### config.mk
export PLATFORM = sky130hd
export DESIGN_NAME = smem_wait_seq
export DESIGN_NICKNAME = d
export VERILOG_FILES = /design/src/rtl/smem_wait_pkg.sv /design/src/rtl/smem_wait_regs.sv /design/src/rtl/smem_access_ctx.sv /design/src/rtl/smem_wait_fsm.sv /design/src/rtl/smem_wait_seq.sv
export SDC_FILE = /design/constraint.sdc
export NUM_CORES = 1
export LEC_CHECK = 0
export ABC_AREA = 1
export BUFFER_PORTS_ARGS = -buffer_cell sky130_fd_sc_hd__buf_2
export CORE_UTILIZATION = 35
export DETAILED_ROUTE_END_ITERATION = 10
export PLACE_DENSITY_LB_ADDON = 0.2
export RECOVER_POWER = 100
export SLEW_MARGIN = 10
export SYNTH_ARGS = -nofsm -noshare
export SYNTH_HDL_FRONTEND = slang
export SYNTH_HIERARCHICAL = 1
export SYNTH_SLANG_ARGS = --single-unit
### constraint.sdc
create_clock -name clk -period 6.35 [get_ports clk]
set_input_delay 0.3175 -clock clk [delete_from_list [all_inputs] [get_ports clk]]
set_output_delay 0.3175 -clock clk [all_outputs]
set_load 0.01 [all_outputs]
### src/rtl/smem_wait_pkg.sv
package smem_wait_pkg;

    localparam int WAIT_W = 5;

    typedef logic [WAIT_W-1:0] wait_code_t;

    localparam wait_code_t WAIT_CODE_MAX = '1;
    localparam wait_code_t OEN_CODE_RST  = '0;

    typedef struct packed {
        wait_code_t oen;
        wait_code_t rd;
        wait_code_t page;
        wait_code_t wr;
    } bank_timing_t;

    typedef enum logic [1:0] {
        SEL_OEN  = 2'd0,
        SEL_RD   = 2'd1,
        SEL_PAGE = 2'd2,
        SEL_WR   = 2'd3
    } code_sel_e;

    typedef enum logic [1:0] {
        ST_IDLE      = 2'd0,
        ST_READ      = 2'd1,
        ST_WR_STROBE = 2'd2,
        ST_WR_HOLD   = 2'd3
    } seq_state_e;

endpackage

### src/rtl/smem_wait_regs.sv
module smem_wait_regs
    import smem_wait_pkg::*;
#(
    parameter int NUM_BANKS = 4,
    parameter int REG_W     = 32,
    localparam int BANK_W   = (NUM_BANKS > 1) ? $clog2(NUM_BANKS) : 1,
    localparam int CFG_AW   = BANK_W + 5
) (
    input  logic              clk,
    input  logic              rst_n,
    input  logic              cfg_we,
    input  logic [CFG_AW-1:0] cfg_addr,
    input  logic [REG_W-1:0]  cfg_wdata,
    output logic [REG_W-1:0]  cfg_rdata,
    input  logic [BANK_W-1:0] lookup_bank,
    output bank_timing_t      lookup_timing
);

    localparam logic [BANK_W:0] BANK_LIM = NUM_BANKS[BANK_W:0];

    bank_timing_t      tbl_q [NUM_BANKS];
    logic [BANK_W-1:0] cfg_bank;
    code_sel_e         cfg_sel;
    logic              cfg_hit;
    logic              lookup_ok;
    wait_code_t        wr_code;
    logic              unused_cfg_bits;

    assign cfg_bank  = cfg_addr[CFG_AW-1:5];
    assign cfg_sel   = code_sel_e'(cfg_addr[3:2]);
    assign cfg_hit   = !cfg_addr[4] && ({1'b0, cfg_bank} < BANK_LIM);
    assign wr_code   = cfg_wdata[WAIT_W-1:0];
    assign lookup_ok = ({1'b0, lookup_bank} < BANK_LIM);
    assign unused_cfg_bits = ^{cfg_addr[1:0], cfg_wdata[REG_W-1:WAIT_W]};

    // storage: one process for all banks, each bank written only on a hit
    always_ff @(posedge clk or negedge rst_n) begin
        if (!rst_n) begin
            for (int b = 0; b < NUM_BANKS; b++) begin
                tbl_q[b].oen  <= OEN_CODE_RST;
                tbl_q[b].rd   <= WAIT_CODE_MAX;
                tbl_q[b].page <= WAIT_CODE_MAX;
                tbl_q[b].wr   <= WAIT_CODE_MAX;
            end
        end else if (cfg_we && cfg_hit) begin
            for (int b = 0; b < NUM_BANKS; b++) begin
                if (cfg_bank == BANK_W'(b)) begin
                    unique case (cfg_sel)
                        SEL_OEN:  tbl_q[b].oen  <= wr_code;
                        SEL_RD:   tbl_q[b].rd   <= wr_code;
                        SEL_PAGE: tbl_q[b].page <= wr_code;
                        SEL_WR:   tbl_q[b].wr   <= wr_code;
                    endcase
                end
            end
        end
    end

    // readback: upper bits forced to zero, unmapped addresses read zero
    always_comb begin
        cfg_rdata = '0;
        if (cfg_hit) begin
            unique case (cfg_sel)
                SEL_OEN:  cfg_rdata[WAIT_W-1:0] = tbl_q[cfg_bank].oen;
                SEL_RD:   cfg_rdata[WAIT_W-1:0] = tbl_q[cfg_bank].rd;
                SEL_PAGE: cfg_rdata[WAIT_W-1:0] = tbl_q[cfg_bank].page;
                SEL_WR:   cfg_rdata[WAIT_W-1:0] = tbl_q[cfg_bank].wr;
            endcase
        end
    end

    always_comb begin
        lookup_timing = '0;
        if (lookup_ok) begin
            lookup_timing = tbl_q[lookup_bank];
        end
    end

endmodule

### src/rtl/smem_access_ctx.sv
module smem_access_ctx #(
    parameter int NUM_BANKS = 4,
    parameter int ADDR_W    = 16,
    parameter int PAGE_W    = 2,
    localparam int BANK_W   = (NUM_BANKS > 1) ? $clog2(NUM_BANKS) : 1
) (
    input  logic              clk,
    input  logic              rst_n,
    input  logic              accept,
    input  logic              read_done,
    input  logic              req_write,
    input  logic [BANK_W-1:0] req_bank,
    input  logic [ADDR_W-1:0] req_addr,
    output logic [BANK_W-1:0] cur_bank,
    output logic [ADDR_W-1:0] cur_addr,
    output logic              seq_hit
);

    logic [BANK_W-1:0] bank_q;
    logic [ADDR_W-1:0] addr_q;
    logic              same_bank;
    logic              same_page;

    always_ff @(posedge clk or negedge rst_n) begin
        if (!rst_n) begin
            bank_q <= '0;
            addr_q <= '0;
        end else if (accept) begin
            bank_q <= req_bank;
            addr_q <= req_addr;
        end
    end

    assign same_bank = (req_bank == bank_q);
    assign same_page = (req_addr[ADDR_W-1:PAGE_W] == addr_q[ADDR_W-1:PAGE_W]);

    // sequential only while a read is finishing in this very cycle
    assign seq_hit  = read_done && !req_write && same_bank && same_page;
    assign cur_bank = bank_q;
    assign cur_addr = addr_q;

endmodule

### src/rtl/smem_wait_fsm.sv
module smem_wait_fsm
    import smem_wait_pkg::*;
(
    input  logic         clk,
    input  logic         rst_n,
    input  logic         req_valid,
    input  logic         req_write,
    input  logic         seq_hit,
    input  bank_timing_t timing,
    output logic         accept,
    output logic         ack,
    output logic         read_done,
    output logic         active,
    output logic         oe_n,
    output logic         we_n
);

    seq_state_e state_q, state_d;
    wait_code_t elapsed_q, elapsed_d;
    wait_code_t limit_q, limit_d;
    wait_code_t oen_q, oen_d;
    logic       burst_q, burst_d;
    logic       count_done;

    assign count_done = (elapsed_q == limit_q);

    // next-state and snapshot of timing at the moment a request is taken
    always_comb begin
        read_done = (state_q == ST_READ) && count_done;
        ack       = read_done || (state_q == ST_WR_HOLD);
        accept    = req_valid && ((state_q == ST_IDLE) || ack);

        state_d   = state_q;
        elapsed_d = elapsed_q;
        limit_d   = limit_q;
        oen_d     = oen_q;
        burst_d   = burst_q;

        unique case (state_q)
            ST_IDLE: begin
                state_d = ST_IDLE;
            end
            ST_READ: begin
                if (count_done) begin
                    state_d = ST_IDLE;
                end else begin
                    elapsed_d = elapsed_q + 1'b1;
                end
            end
            ST_WR_STROBE: begin
                if (count_done) begin
                    state_d = ST_WR_HOLD;
                end else begin
                    elapsed_d = elapsed_q + 1'b1;
                end
            end
            ST_WR_HOLD: begin
                state_d = ST_IDLE;
            end
        endcase

        if (accept) begin
            elapsed_d = '0;
            oen_d     = timing.oen;
            if (req_write) begin
                state_d = ST_WR_STROBE;
                limit_d = timing.wr;
                burst_d = 1'b0;
            end else begin
                state_d = ST_READ;
                limit_d = seq_hit ? timing.page : timing.rd;
                burst_d = seq_hit;
            end
        end
    end

    // state register
    always_ff @(posedge clk or negedge rst_n) begin
        if (!rst_n) begin
            state_q   <= ST_IDLE;
            elapsed_q <= '0;
            limit_q   <= '0;
            oen_q     <= '0;
            burst_q   <= 1'b0;
        end else begin
            state_q   <= state_d;
            elapsed_q <= elapsed_d;
            limit_q   <= limit_d;
            oen_q     <= oen_d;
            burst_q   <= burst_d;
        end
    end

    // strobe outputs
    always_comb begin
        active = (state_q != ST_IDLE);
        oe_n   = 1'b1;
        we_n   = 1'b1;
        unique case (state_q)
            ST_IDLE:      ;
            ST_READ:      oe_n = !(burst_q || (elapsed_q >= oen_q));
            ST_WR_STROBE: we_n = 1'b0;
            ST_WR_HOLD:   ;
        endcase
    end

endmodule

### src/rtl/smem_wait_seq.sv
module smem_wait_seq
    import smem_wait_pkg::*;
#(
    parameter int NUM_BANKS = 4,
    parameter int ADDR_W    = 16,
    parameter int PAGE_W    = 2,
    parameter int REG_W     = 32,
    localparam int BANK_W   = (NUM_BANKS > 1) ? $clog2(NUM_BANKS) : 1,
    localparam int CFG_AW   = BANK_W + 5
) (
    input  logic                 clk,
    input  logic                 rst_n,
    input  logic                 cfg_we,
    input  logic [CFG_AW-1:0]    cfg_addr,
    input  logic [REG_W-1:0]     cfg_wdata,
    output logic [REG_W-1:0]     cfg_rdata,
    input  logic                 req_valid,
    input  logic                 req_write,
    input  logic [BANK_W-1:0]    req_bank,
    input  logic [ADDR_W-1:0]    req_addr,
    output logic                 req_ack,
    output logic [ADDR_W-1:0]    mem_addr,
    output logic [NUM_BANKS-1:0] mem_cs_n,
    output logic                 mem_oe_n,
    output logic                 mem_we_n
);

    bank_timing_t      req_timing;
    logic              accept;
    logic              ack;
    logic              read_done;
    logic              active;
    logic              seq_hit;
    logic [BANK_W-1:0] cur_bank;

    smem_wait_regs #(
        .NUM_BANKS (NUM_BANKS),
        .REG_W     (REG_W)
    ) u_regs (
        .clk           (clk),
        .rst_n         (rst_n),
        .cfg_we        (cfg_we),
        .cfg_addr      (cfg_addr),
        .cfg_wdata     (cfg_wdata),
        .cfg_rdata     (cfg_rdata),
        .lookup_bank   (req_bank),
        .lookup_timing (req_timing)
    );

    smem_access_ctx #(
        .NUM_BANKS (NUM_BANKS),
        .ADDR_W    (ADDR_W),
        .PAGE_W    (PAGE_W)
    ) u_ctx (
        .clk       (clk),
        .rst_n     (rst_n),
        .accept    (accept),
        .read_done (read_done),
        .req_write (req_write),
        .req_bank  (req_bank),
        .req_addr  (req_addr),
        .cur_bank  (cur_bank),
        .cur_addr  (mem_addr),
        .seq_hit   (seq_hit)
    );

    smem_wait_fsm u_fsm (
        .clk       (clk),
        .rst_n     (rst_n),
        .req_valid (req_valid),
        .req_write (req_write),
        .seq_hit   (seq_hit),
        .timing    (req_timing),
        .accept    (accept),
        .ack       (ack),
        .read_done (read_done),
        .active    (active),
        .oe_n      (mem_oe_n),
        .we_n      (mem_we_n)
    );

    assign req_ack = ack;

    for (genvar g = 0; g < NUM_BANKS; g++) begin : g_cs
        localparam logic [BANK_W-1:0] IDX = BANK_W'(g);
        assign mem_cs_n[g] = !(active && (cur_bank == IDX));
    end

endmodule

After elaboration in Yosys (flattened, before gate mapping):

Cells that the tools add are included.

* register bits after elaboration: 116
* bits of input ports: 62
* output and inout port bits: 55
* word-level logic and storage cells: 114

* add/sub/neg operators: 1
* $lt $le $gt $ge: 3
* equality and inequality tests: 18
* multiplexer cells: 21
* bitwise logic cells: 2
* reduce and logical (&&, ||, !) cells: 46

Operators with widths (count)
* $bmux W20 S2: 2
* $mux W20: 4
* $reduce_and A3 Y1: 16
* $mux W5: 6
* $pmux W5 S4: 1
* $eq A2 B2 Y1 const B: 8
* $eq A14 B14 Y1: 1
* $logic_and A1 B1 Y1: 10
* $eq A2 B1 Y1 const B: 4
* $logic_not A2 Y1: 4
* $mux W2: 4
* $logic_not A1 Y1: 7
* $ge A3 B3 Y1 const B: 2
* $ne A3 B2 Y1 const B: 2
* $not A2 Y3: 2
* $pmux W2 S3: 1
* $add A5 B1 Y5 const B: 1
* $eq A5 B5 Y1: 1
* $ge A5 B5 Y1: 1
* $reduce_and A2 Y1: 2
* $reduce_bool A2 Y1: 2
* $reduce_or A2 Y1: 2
* $logic_or A1 B1 Y1: 3
* $mux W1: 3
* 2 further kinds: 2

Depth between registers and ports, before layout:

* depth in word-level cells: 7
* depth in mapped cells: 17
* depth with buffers taken out: 17

Hierarchy:

The synthesis kept the hierarchy.

Modules (own cells, without submodules)
* smem_wait_regs: times used 1, cells each 660, area an instance 4688.2 um2, sequential area each 2077.0 um2
* smem_wait_fsm: times used 1, cells each 165, area an instance 1204.9 um2, sequential area each 450.4 um2
* smem_access_ctx: times used 1, cells each 130, area an instance 964.7 um2, sequential area each 450.4 um2
* smem_wait_seq: times used 1, cells each 7, area an instance 30.0 um2, sequential area each 0.0 um2

Worst setup path after synthesis:

Ideal clock, no wire load.

* path kind: flip-flop to flip-flop
* start point: register u_fsm.elapsed_q[3]
* end point: register u_fsm.limit_q[1]
* library setup time: 0.121 ns
* arrival: 1.924 ns
* required time: 6.229 ns
* slack: 4.305 ns
* stages on the path, launching flop included: 18
* buffers on the path: 0
* period minus slack after synthesis: 2.045 ns
* cell sequence: dfrtp_1 -> inv_2 -> nand2_1 -> nand2_1 -> nor2_2 -> nand4_2 -> inv_1 -> nand2_1 -> nor2_1 -> nand2_1 -> nor2_1 -> nand3_1 -> nor2_1 -> inv_1 -> nor2_1 -> nor3_1 -> a21oi_1 -> o21ai_2

* longest elaborated chain between the ends: 7
* elaborated cells between the ends (all ways): 10
* classes of those cells: 1 x eq/ne; 2 x mux; 7 x reduce/logical

RTL lines
* from (decl): RTL line smem_wait_fsm.sv:19 `wait_code_t elapsed_q, elapsed_d;`
* from (signal assigned): RTL line smem_wait_fsm.sv:87 `elapsed_q <= elapsed_d;`
* $eq A5 B5 Y1: RTL line smem_wait_fsm.sv:25 `assign count_done = (elapsed_q == limit_q);`
* $logic_and A1 B1 Y1: RTL line smem_wait_fsm.sv:29 `read_done = (state_q == ST_READ) && count_done;`
* net read_done: RTL line smem_wait_seq.sv:31 `logic read_done;`
* $logic_and A1 B1 Y1 (3 in a row): RTL line smem_access_ctx.sv:38 `assign seq_hit = read_done && !req_write && same_bank && same_page;`
* net seq_hit: RTL line smem_wait_seq.sv:33 `logic seq_hit;`
* $mux W5: RTL line smem_wait_fsm.sv:71 `limit_d = seq_hit ? timing.page : timing.rd;`
* $mux W5: RTL line smem_wait_fsm.sv:65 `if (req_write) begin`
* to (signal assigned): RTL line smem_wait_fsm.sv:88 `limit_q <= limit_d;`
* to (decl): RTL line smem_wait_fsm.sv:20 `wait_code_t limit_q, limit_d;`

The timed path passes the listed nets, and every way through them passes these cells.
A chain may end at the register's enable or synchronous reset.

Worst setup path in the final report:

* start point: input cfg_addr[5]
* end point: output cfg_rdata[1]

* longest elaborated chain between the ends: 6

RTL lines
* from (decl): RTL line smem_wait_seq.sv:14 `input logic [CFG_AW-1:0] cfg_addr,`
* $not A2 Y3 (implied by the code)
* $bmux W20 S2
* $mux W20 (implied by the code) (2 in a row): RTL line smem_wait_regs.sv:64 `SEL_OEN: cfg_rdata[WAIT_W-1:0] = tbl_q[cfg_bank].oen;`
* $pmux W5 S4: RTL line smem_wait_regs.sv:63 `unique case (cfg_sel)`
* $mux W5: RTL line smem_wait_regs.sv:62 `if (cfg_hit) begin`
* to (decl): RTL line smem_wait_seq.sv:16 `output logic [REG_W-1:0] cfg_rdata,`

No other way between the ends. The select of a mux whose other input is x is not followed.

==> flow_summary.json <==
{
  "drive_gt1_share_pct": 13.7,
  "cts_resized": 0,
  "arrival_ps": 3800,
  "overflow": 0,
  "path_cells": "clkbuf_1, inv_1, nor2_1, nand2_1, nand4_1, nand2_1, nand2_1, nor2_1, clkbuf_1",
  "status": "finished, violations left",
  "ys_types": 34,
  "post-route-min-period_ps": 4120,
  "synth_commonest_cells": "360 x nand2_1, 120 x o21ai_0, 83 x inv_1",
  "synth-edff-count": 0,
  "port_buffers": 60,
  "synthCells": 962,
  "die_area_mm2": 0.0202,
  "grt_pass1_wl_um": 29500,
  "synth_top_area_share_pct": 22.9,
  "drc": 0,
  "clock_latency_ps": 430,
  "leakage_nw": 3.71,
  "crit_slowest_cell": "clkbuf_1",
  "hold_class": "input pin to register",
  "design.core.area_mm2": 0.0190,
  "ys_seq_elements": 116,
  "dieWidth_um": 142,
  "cp_slowest_stage_delay_ps": 1250,
  "h-tree-depth": 4,
  "yosysSeqAreaShare_pct": 43.2,
  "crit_required_ps": 6030,
  "first_iter_violations": 421,
  "hpwlAfterDp_um": 11900,
  "die_y_um": 142,
  "hold_violations": 0,
  "ys.flop_type": "dfstp_2",
  "cts_tree": "built",
  "clock_sinks": 116,
  "antenna_cells": 0,
  "post-synth-top-area-cell": "dfstp_2",
  "drtAntennaViolNets": 0,
  "max_cap_violations": 2,
  "failed_checks": "capacitance limit, slew limit",
  "cts.reportedPaths.clkPinSlew_ps": 50,
  "yosysMostFrequentCell": "nand2_1",
  "fin_util_pct": 40.6,
  "fin_tns_setup_ps": 0,
  "path_max_fanout": 35,
  "grt_max_degree": 63,
  "peakVddDrop_mv": 0.196,
  "skew_ps": 12.8,
  "antenna_found_initial": 0,
  "crit_path_frequent_cell": "nand2_1",
  "routedWlPerCell_um": 14.3,
  "start_kind": "input pin",
  "syn_area_mm2": 0.00689,
  "routed_wl_um": 18400,
  "viasPerCell": 4.69,
  "grt_pass1_vias": 5437,
  "area_delta_synth_final_pct": 12.0,
  "multi_input_area_mm2": 0.00317,
  "pwr_density_cell_mw_per_mm2": 379,
  "rr_worst_depth": 10,
  "numCtsBuffers": 17,
  "cts_root_buffer": "clkbuf_16",
  "seqCellArea_mm2": 0.00298,
  "worst_slew_pin_slew_ps": 3000,
  "grt_use_total_pct": 19.1,
  "place_congestion": 0.792,
  "maxClockFrequency_mhz": 243,
  "holdPathStages": 2,
  "dr_total_vias": 6027,
  "criticalPathCategory": "input pin to primary output",
  "maxSlewHeadroom_pct": -99.9,
  "nNetsFinal": 1084,
  "ios": 117,
  "row_count": 50,
  "end_kind": "primary output",
  "synth.area.top_cells": "dfstp_2 23%, dfrtp_1 20%, nand2_1 20%, o21ai_0 8.7%, inv_1 4.5%",
  "start_util_pct": 36.2,
  "yosysWarnings": 6,
  "rsz0062_at_grt": "no",
  "fin_crit_sh_pct": 64.9,
  "maxSlewViolCount": 92,
  "avgSynthCellArea_um2": 7.16,
  "setup_viol": 0,
  "n_fill_cell": 2080,
  "cts_buffer_depth": 2,
  "synth-async-reset-ratio_pct": 100,
  "firstDrtPassIters": 6
}
## where the power goes
part | internal, mW | switching [mW]
Combinational | 0.294 | 0.516
Clock | 0.625 | 0.352
Sequential | 0.988 | 0.150
Total | 1.91 | 1.02
## final timing paths
path                                    start                 end  slack [ps]
min                               req_addr[1]   u_ctx/cur_addr[1]         120
min in group asynchronous               rst_n    u_regs/tbl_q[39]        1450
max in group asynchronous               rst_n   u_ctx/cur_addr[1]        2870
max reg2reg                u_fsm/elapsed_q[3]  u_ctx/cur_addr[14]        2840
max                               cfg_addr[5]        cfg_rdata[1]        2230
min reg2reg                    u_fsm/oen_q[0]      u_fsm/oen_q[0]         480
## registers in the layout, summed over array words and instances, names as in the netlist
register and cells:
u_fsm/state_q 2, u_fsm/limit_q 5, u_fsm/burst_q 1, u_ctx/cur_addr 16, u_fsm/oen_q 5, u_fsm/elapsed_q 5, u_regs/tbl_q 80, u_ctx/cur_bank 2
## metal layers
layer  GRT usage (%)  up-vias  wire length (um)
li1                -     3091                 -
met1            27.5     2777              9310
met4            6.51        0               267
met5               0        -                 0
met3            3.60       19               781
met2            28.6      140              8000
## per-stage QoR
stage | worst slack, ps | cell area, um^2 | hold WS, ps | cells | power [mW]
3_5_place_dp | 3520 | 7250 | 426 | 1252 | 2.01
2_1_floorplan | 4300 | 6990 | 21.9 | 988 | 1.78
5_1_grt | 1920 | 7720 | 108 | 1285 | 3.15
4_1_cts | 3490 | 7870 | 115 | 1285 | 3.00
6_report | 2230 | 7720 | 116 | 1285 | 2.93
3_3_place_gp | 3530 | 7250 | 426 | 1252 | 2.00
## cell usage in the layout (no fill, tap or decap), drive strengths merged, types with 24 or more instances in the layout
master	n
o21ai	145
clkbuf	50
nand2	377
buf	33
a21oi	24
nor2	82
dfstp	60
dfrtp	56
conb	27
inv	91
## cells by family (layout without fill, tap and decap cells)
family,Yosys count,after routing,share of synthesized area (%)
flops,116,116,43.2
mux,4,4,0.763
xor+xnor,3,3,0.382
buf+inv,152,189,10.7
compound gates,187,187,14.2
simple gates,489,489,28.9
fa+ha+maj,10,10,1.82
other cells,1,27,0.0544
## area by class of cell
cell class	instances	share of cell area, %
timing repair buffer	65	3.87
inverter	92	4.47
multi-input combinational	720	41.1
clock inverter	13	2.04
tap	260	4.22
clock buffer	19	5.74
sequential	116	38.6
## what timing repair did
item | in CTS | in global routing
setup endpoints to repair | 0 | 0
hold buffers | 1 | 0
hold endpoints to repair | 34 | 0
setup buffers | 0 | 0
## worst max-delay path, delay by kind of cell
family | cells | cell delay (ps)
simple gates | 6 | 1020
buf+inv | 3 | 2440
Note: power is estimated with default switching activity, not from simulation.
